[src/rtl/adc_streamer_pkg.sv]
package adc_streamer_pkg;

    localparam int unsigned SAMPLE_W = 8;

    typedef enum logic [1:0] {
        CV_IDLE,
        CV_WRITE,
        CV_WAIT,
        CV_READ
    } conv_state_e;

    typedef enum logic [1:0] {
        TX_IDLE,
        TX_START,
        TX_DATA,
        TX_STOP
    } tx_state_e;

    typedef struct packed {
        logic                valid;
        logic [SAMPLE_W-1:0] value;
    } sample_t;

    // Rounded integer ratio, used for clock dividers
    function automatic int unsigned ratio_cycles(input int unsigned num, input int unsigned den);
        return (num + den / 2) / den;
    endfunction

endpackage

[src/rtl/sample_timer.sv]
module sample_timer #(
    parameter int unsigned DIV = 3375
) (
    input  logic clk,
    input  logic rst,
    output logic tick
);
    localparam int unsigned W = (DIV > 2) ? $clog2(DIV) : 1;

    logic [W-1:0] cnt;

    always_ff @(posedge clk) begin
        if (rst) begin
            cnt  <= '0;
            tick <= 1'b0;
        end else if (cnt == W'(DIV - 1)) begin
            cnt  <= '0;
            tick <= 1'b1;
        end else begin
            cnt  <= cnt + 1'b1;
            tick <= 1'b0;
        end
    end
endmodule

[src/rtl/adc_sequencer.sv]
module adc_sequencer
    import adc_streamer_pkg::*;
#(
    parameter int unsigned WR_CYC = 4,
    parameter int unsigned RD_CYC = 2
) (
    input  logic                clk,
    input  logic                rst,
    input  logic                tick,
    input  logic                done_n,
    input  logic [SAMPLE_W-1:0] data_in,
    output logic                wr_n,
    output logic                rd_n,
    output sample_t             sample_o
);
    localparam int unsigned CW = $clog2(WR_CYC + RD_CYC + 1);

    conv_state_e   state;
    logic [CW-1:0] cnt;
    logic [1:0]    done_sync;
    logic          done_s;

    assign done_s = done_sync[1];

    // The completion line is asynchronous to clk, so it passes two flops
    always_ff @(posedge clk) begin
        if (rst) done_sync <= 2'b11;
        else     done_sync <= {done_sync[0], done_n};
    end

    always_ff @(posedge clk) begin
        if (rst) begin
            state    <= CV_IDLE;
            cnt      <= '0;
            wr_n     <= 1'b1;
            rd_n     <= 1'b1;
            sample_o <= '0;
        end else begin
            sample_o.valid <= 1'b0;
            unique case (state)
                CV_IDLE: begin
                    // A tick in any other state is dropped (skipped conversion)
                    if (tick) begin
                        wr_n  <= 1'b0;
                        cnt   <= '0;
                        state <= CV_WRITE;
                    end
                end
                CV_WRITE: begin
                    if (cnt == CW'(WR_CYC - 1)) begin
                        wr_n  <= 1'b1;
                        state <= CV_WAIT;
                    end else begin
                        cnt <= cnt + 1'b1;
                    end
                end
                CV_WAIT: begin
                    if (!done_s) begin
                        rd_n  <= 1'b0;
                        cnt   <= '0;
                        state <= CV_READ;
                    end
                end
                CV_READ: begin
                    if (cnt == CW'(RD_CYC - 1)) begin
                        rd_n           <= 1'b1;
                        sample_o.valid <= 1'b1;
                        sample_o.value <= data_in;
                        state          <= CV_IDLE;
                    end else begin
                        cnt <= cnt + 1'b1;
                    end
                end
                default: state <= CV_IDLE;
            endcase
        end
    end
endmodule

[src/rtl/uart_tx.sv]
module uart_tx
    import adc_streamer_pkg::*;
#(
    parameter int unsigned BIT_DIV = 234
) (
    input  logic                clk,
    input  logic                rst,
    input  logic                start,
    input  logic [SAMPLE_W-1:0] data,
    output logic                txd,
    output logic                busy
);
    localparam int unsigned DW = (BIT_DIV > 2) ? $clog2(BIT_DIV) : 1;
    localparam int unsigned BW = $clog2(SAMPLE_W);

    tx_state_e           state;
    logic [DW-1:0]       divc;
    logic [BW-1:0]       bitn;
    logic [SAMPLE_W-1:0] shreg;
    logic                bit_end;

    assign bit_end = (divc == DW'(BIT_DIV - 1));

    always_ff @(posedge clk) begin
        if (rst) begin
            state <= TX_IDLE;
            divc  <= '0;
            bitn  <= '0;
            shreg <= '0;
            txd   <= 1'b1;
            busy  <= 1'b0;
        end else begin
            if (state != TX_IDLE) divc <= bit_end ? '0 : divc + 1'b1;
            unique case (state)
                TX_IDLE: begin
                    if (start) begin
                        shreg <= data;
                        txd   <= 1'b0;
                        busy  <= 1'b1;
                        divc  <= '0;
                        state <= TX_START;
                    end
                end
                TX_START: begin
                    if (bit_end) begin
                        txd   <= shreg[0];
                        shreg <= shreg >> 1;
                        bitn  <= '0;
                        state <= TX_DATA;
                    end
                end
                TX_DATA: begin
                    if (bit_end) begin
                        if (bitn == BW'(SAMPLE_W - 1)) begin
                            txd   <= 1'b1;
                            state <= TX_STOP;
                        end else begin
                            txd   <= shreg[0];
                            shreg <= shreg >> 1;
                            bitn  <= bitn + 1'b1;
                        end
                    end
                end
                TX_STOP: begin
                    if (bit_end) begin
                        busy  <= 1'b0;
                        state <= TX_IDLE;
                    end
                end
                default: state <= TX_IDLE;
            endcase
        end
    end
endmodule

[src/rtl/square_gen.sv]
module square_gen #(
    parameter int unsigned W = 16
) (
    input  logic         clk,
    input  logic         rst,
    input  logic [W-1:0] half,
    output logic         sq
);
    logic [W-1:0] cnt;

    always_ff @(posedge clk) begin
        if (rst || half == '0) begin
            cnt <= '0;
            sq  <= 1'b0;
        end else if (cnt >= half - 1'b1) begin
            cnt <= '0;
            sq  <= ~sq;
        end else begin
            cnt <= cnt + 1'b1;
        end
    end
endmodule

[src/rtl/adc_streamer.sv]
module adc_streamer
    import adc_streamer_pkg::*;
#(
    parameter int unsigned CLK_HZ    = 27_000_000,
    parameter int unsigned SAMPLE_HZ = 8_000,
    parameter int unsigned BAUD      = 115_200,
    parameter int unsigned WR_CYC    = 4,
    parameter int unsigned RD_CYC    = 2,
    parameter int unsigned SQ_W      = 16
) (
    input  logic                clk,
    input  logic                rst,
    input  logic [SAMPLE_W-1:0] adc_data,
    input  logic                adc_done_n,
    output logic                adc_wr_n,
    output logic                adc_rd_n,
    output logic                txd,
    output logic                overrun,
    input  logic [SQ_W-1:0]     sq_half,
    output logic                sq_out
);
    localparam int unsigned SAMPLE_DIV = ratio_cycles(CLK_HZ, SAMPLE_HZ);
    localparam int unsigned BIT_DIV    = ratio_cycles(CLK_HZ, BAUD);

    logic                tick;
    sample_t             captured;
    sample_t             pend;
    logic                tx_start;
    logic [SAMPLE_W-1:0] tx_data;
    logic                tx_busy;
    logic                overrun_q;

    sample_timer #(.DIV(SAMPLE_DIV)) timer_i (
        .clk  (clk),
        .rst  (rst),
        .tick (tick)
    );

    adc_sequencer #(.WR_CYC(WR_CYC), .RD_CYC(RD_CYC)) seq_i (
        .clk      (clk),
        .rst      (rst),
        .tick     (tick),
        .done_n   (adc_done_n),
        .data_in  (adc_data),
        .wr_n     (adc_wr_n),
        .rd_n     (adc_rd_n),
        .sample_o (captured)
    );

    // Single holding slot between capture and transmission
    always_ff @(posedge clk) begin
        if (rst) begin
            pend      <= '0;
            tx_start  <= 1'b0;
            tx_data   <= '0;
            overrun_q <= 1'b0;
        end else begin
            tx_start <= 1'b0;
            if (tick && pend.valid) begin
                pend.valid <= 1'b0;
                if (tx_busy) begin
                    overrun_q <= 1'b1;
                end else begin
                    tx_start <= 1'b1;
                    tx_data  <= pend.value;
                end
            end
            if (captured.valid) pend <= captured;
        end
    end

    assign overrun = overrun_q;

    uart_tx #(.BIT_DIV(BIT_DIV)) tx_i (
        .clk   (clk),
        .rst   (rst),
        .start (tx_start),
        .data  (tx_data),
        .txd   (txd),
        .busy  (tx_busy)
    );

    square_gen #(.W(SQ_W)) sq_i (
        .clk  (clk),
        .rst  (rst),
        .half (sq_half),
        .sq   (sq_out)
    );
endmodule

[config.mk]
export PLATFORM = sky130hd
export DESIGN_NAME = adc_streamer
export DESIGN_NICKNAME = d
export VERILOG_FILES = /design/src/rtl/adc_streamer_pkg.sv /design/src/rtl/sample_timer.sv /design/src/rtl/adc_sequencer.sv /design/src/rtl/uart_tx.sv /design/src/rtl/square_gen.sv /design/src/rtl/adc_streamer.sv
export SDC_FILE = /design/constraint.sdc
export NUM_CORES = 1
export LEC_CHECK = 0
export BUFFER_PORTS_ARGS = -buffer_cell sky130_fd_sc_hd__buf_2
export CAP_MARGIN = 20
export CORE_UTILIZATION = 60
export CTS_BUF_LIST = sky130_fd_sc_hd__clkbuf_16
export DETAILED_ROUTE_END_ITERATION = 8
export PLACE_DENSITY = 0.79
export SLEW_MARGIN = 10
export SYNTH_ARGS = -nofsm -noshare
export SYNTH_HDL_FRONTEND = slang
export SYNTH_SLANG_ARGS = --single-unit
[constraint.sdc]
create_clock -name clk -period 3.8 [get_ports clk]
set_clock_uncertainty 0.2 [all_clocks]
set_input_delay 0.57 -clock clk [delete_from_list [all_inputs] [get_ports clk]]
set_output_delay 0.57 -clock clk [all_outputs]
set_load 0.02 [all_outputs]
==> results.sh <==
export IMPL_status="finished clean"
export IMPL_netlist_area_um2=4550
export IMPL_cts_made_buffers=9
export IMPL_n_fill_cell=595
export IMPL_clkTransAtPathRegs_ns=0.07
export IMPL_arrival_ns=3.43
export IMPL_grt_antenna_before_repair=0
export IMPL_crit_slowest_cell="or3_1"
export IMPL_syn_area_per_cell_um2=8.63
export IMPL_drive_gt1_frac=0.123
export IMPL_crit_fanout=16
export IMPL_leakage_nw=1.99
export IMPL_power_mw=2.18
export IMPL_endpoint="sq_i.cnt[2]$_SDFF_PP0_"
export IMPL_netlist_instances=527
export IMPL_ff2ff_setup_slack_ns=1.20
export IMPL_layout_commonest_cell="dfxtp_1"
export IMPL_setup_tns_ns=0
export IMPL_synth_cell_type_count=53
export IMPL_critPathBufInv=1
export IMPL_ioPinCount=32
export IMPL_ys_warn_count=0
export IMPL_hpwl_um=6220
export IMPL_ant_nets=0
export IMPL_fp_dieH_um=89.1
export IMPL_synthTopCellsByArea="dfxtp_1, ha_1, nor2_1"
export IMPL_synth_edf_count=0
export IMPL_cp_num_cells=12
export IMPL_cp_required_ns=3.82
export IMPL_wl_per_cell_um=13.2
export IMPL_ctsHoldBuffers=0
export IMPL_htreeDepth=3
export IMPL_synth_largest_area_cell="dfxtp_1"
export IMPL_cts_setup_buffers=0
export IMPL_finalCritPeriodShare=0.897
export IMPL_rsz0062_at_grt="false"
export IMPL_die_area_um2=7930
export IMPL_io_buffer_count=31
export IMPL_clk_latency_ns=0.34
export IMPL_grt_pass1_vias=3381
export IMPL_cts_tree="yes"
export IMPL_dieWidth_um=89.1
export IMPL_r2r_cells=7
export IMPL_num_rows=31
export IMPL_slew_headroom=0.289
export IMPL_placeableCoreArea_um2=7290
export IMPL_fin_nets=617
export IMPL_min_path_type="flop to flop"
export IMPL_diodes=0
export IMPL_gp_congestion=0.903
export IMPL_synthToLayoutAreaGrowth_pct=11.2
export IMPL_firstDrtPassIters=4
export IMPL_grt_overflow=0
export IMPL_synth_async_reset_ratio=0
export IMPL_r2r_end="tx_i.shreg[7]$_SDFFE_PP0P_"
export IMPL_grt_start_max_net_pins=62
export IMPL_synthFlopType="dfxtp_1"
export IMPL_worstSetupStartpoint="sq_half[0]"
export IMPL_min_period_ns=3.41
export IMPL_ys_ff_latch=90
export IMPL_vias=3646
export IMPL_drt_initial_drc_count=128
export IMPL_hold_viol=0
export IMPL_r2r_start="tx_i.state[0]$_SDFFE_PP0P_"
export IMPL_startpoint_type="input port"
export IMPL_cap_violations=0
export IMPL_clock_path_buffers=2
export IMPL_grt_first_pass_wirelength_um=14500
export IMPL_routed_wl_um=8680
export IMPL_drc=0
export IMPL_crit_path_max_incr_delay_ns=0.39
export IMPL_drv_slew=0
export IMPL_timing_fmax_mhz=293
export IMPL_avgViaCountPerCell=5.54
export IMPL_cts_sinks=90
export IMPL_endpoint_kind="flop"
export IMPL_final_cell_mix="dfxtp_1, nor2_1, nand2_1, a21oi_1, ha_1"
export IMPL_cts_root_buffer="clkbuf_16"
export IMPL_ir_drop_uv=398
export IMPL_power_density_nw_per_um2=431
export IMPL_syn_nets=590
export IMPL_post_cts_resized=0
export IMPL_worst_pin_slew_ns=1.06
export IMPL_grtUsageTotal=0.234
export IMPL_synth_top_area_frac=0.396
export IMPL_critPathKind="input port to flop"
export IMPL_setup_viol=0
export IMPL_synth_seq_area_share=0.396
export IMPL_cp_top_family="simple AND/OR/NAND/NOR gates"
export IMPL_start_util=0.624
export IMPL_path_cells="buf_2, nor3_1, nand3b_1, nor4_1, nor3b_1, xnor2_1, ha_1, nand2_1, or3_1, o31a_1, nand4_4, nor2_1"
routing by layer:
layer | global-route usage | part of all wire | vias up
li1 | - | - | 1869
met3 | 0.0563 | 0.019 | 15
met4 | 0.0866 | 0.016 | 0
met5 | 0 | 0 | -
met1 | 0.267 | 0.45 | 1716
met2 | 0.425 | 0.51 | 46
per-stage QoR:
| stage | hold slack [ns] | setup WS [ns] | cell area [µm²] | instances | util |
|---|---|---|---|---|---|
| 3_5_place_dp | 0.194 | 0.0769 | 4760 | 642 | 0.653 |
| 3_3_place_gp | 0.197 | 0.133 | 4760 | 642 | 0.653 |
| 2_1_floorplan | 0.189 | 0.304 | 4550 | 527 | - |
| 5_1_grt | 0.214 | 0.239 | 5060 | 658 | 0.694 |
| 4_1_cts | 0.209 | 0.403 | 5060 | 658 | 0.694 |
| 6_report | 0.209 | 0.391 | 5060 | 658 | 0.694 |
layout make-up:
type | count | area, µm² | share of cell area
multi-input cells | 402 | 2600 | 0.515
flip-flops and latches | 90 | 1800 | 0.356
clock buffers | 9 | 225 | 0.0445
repair buffers | 32 | 163 | 0.0322
well taps | 99 | 124 | 0.0245
inverters | 19 | 71.3 | 0.0141
clock inverters | 7 | 70.1 | 0.0139
kinds of logic after synthesis:
logic type	synth area share
AND/OR/NAND/NOR	0.239
flip-flops	0.396
AO/OA/AOI/OAI	0.0971
XOR/XNOR	0.0732
adder cells (fa/ha/maj)	0.0990
buffers and inverters	0.0314
multiplexers	0.0638
how the worst min path moves through the flow:
stage | startpoint | endpoint | cells after the start
final | seq_i.done_sync[0]$_SDFF_PP1_ | seq_i.done_sync[1]$_SDFF_PP1_ | 1
after global routing | adc_done_n | seq_i.done_sync[0]$_SDFF_PP1_ | 2
after CTS | adc_done_n | seq_i.done_sync[0]$_SDFF_PP1_ | 2
after detailed placement | seq_i.done_sync[0]$_SDFF_PP1_ | seq_i.done_sync[1]$_SDFF_PP1_ | 1
after global placement | seq_i.done_sync[0]$_SDFF_PP1_ | seq_i.done_sync[1]$_SDFF_PP1_ | 1
after floorplan | seq_i.done_sync[0]$_SDFF_PP1_ | seq_i.done_sync[1]$_SDFF_PP1_ | 1
synthesized netlist by cell type (all sizes together) (2+ instances only):
cell type	count
mux2	8
nand4	5
nor3	9
a211oi	4
ha	36
mux2i	20
nor2b	7
inv	19
o21bai	4
nand2	50
xor2	15
and4	3
or3	10
and3	4
or4	2
o21ai	14
clkbuf	13
nor4	3
xnor2	23
nor2	84
nand2b	6
a22oi	2
nand3b	2
nor3b	4
buf	3
dfxtp	90
a21oi	37
or2	6
nand3	27
power breakdown:
group | internal [mW] | leakage [nW] | total [mW] | switching, mW
clock | 0.461 | 0.142 | 0.859 | 0.398
combinational | 0.130 | 1.12 | 0.324 | 0.194
sequential | 0.970 | 0.727 | 0.999 | 0.0282
total | 1.56 | 1.99 | 2.18 | 0.620
state kept, by name (all words and copies together), names as in the netlist, 2 cells and up:
signal / flops
tx_i.shreg: 8
tx_i.state: 2
tx_i.bitn: 3
pend: 9
seq_i.done_sync: 2
tx_data: 8
seq_i.sample_o: 9
sq_i.cnt: 16
timer_i.cnt: 12
seq_i.cnt: 3
tx_i.divc: 8
seq_i.state: 2
Note: power is estimated with default switching activity, not from simulation.
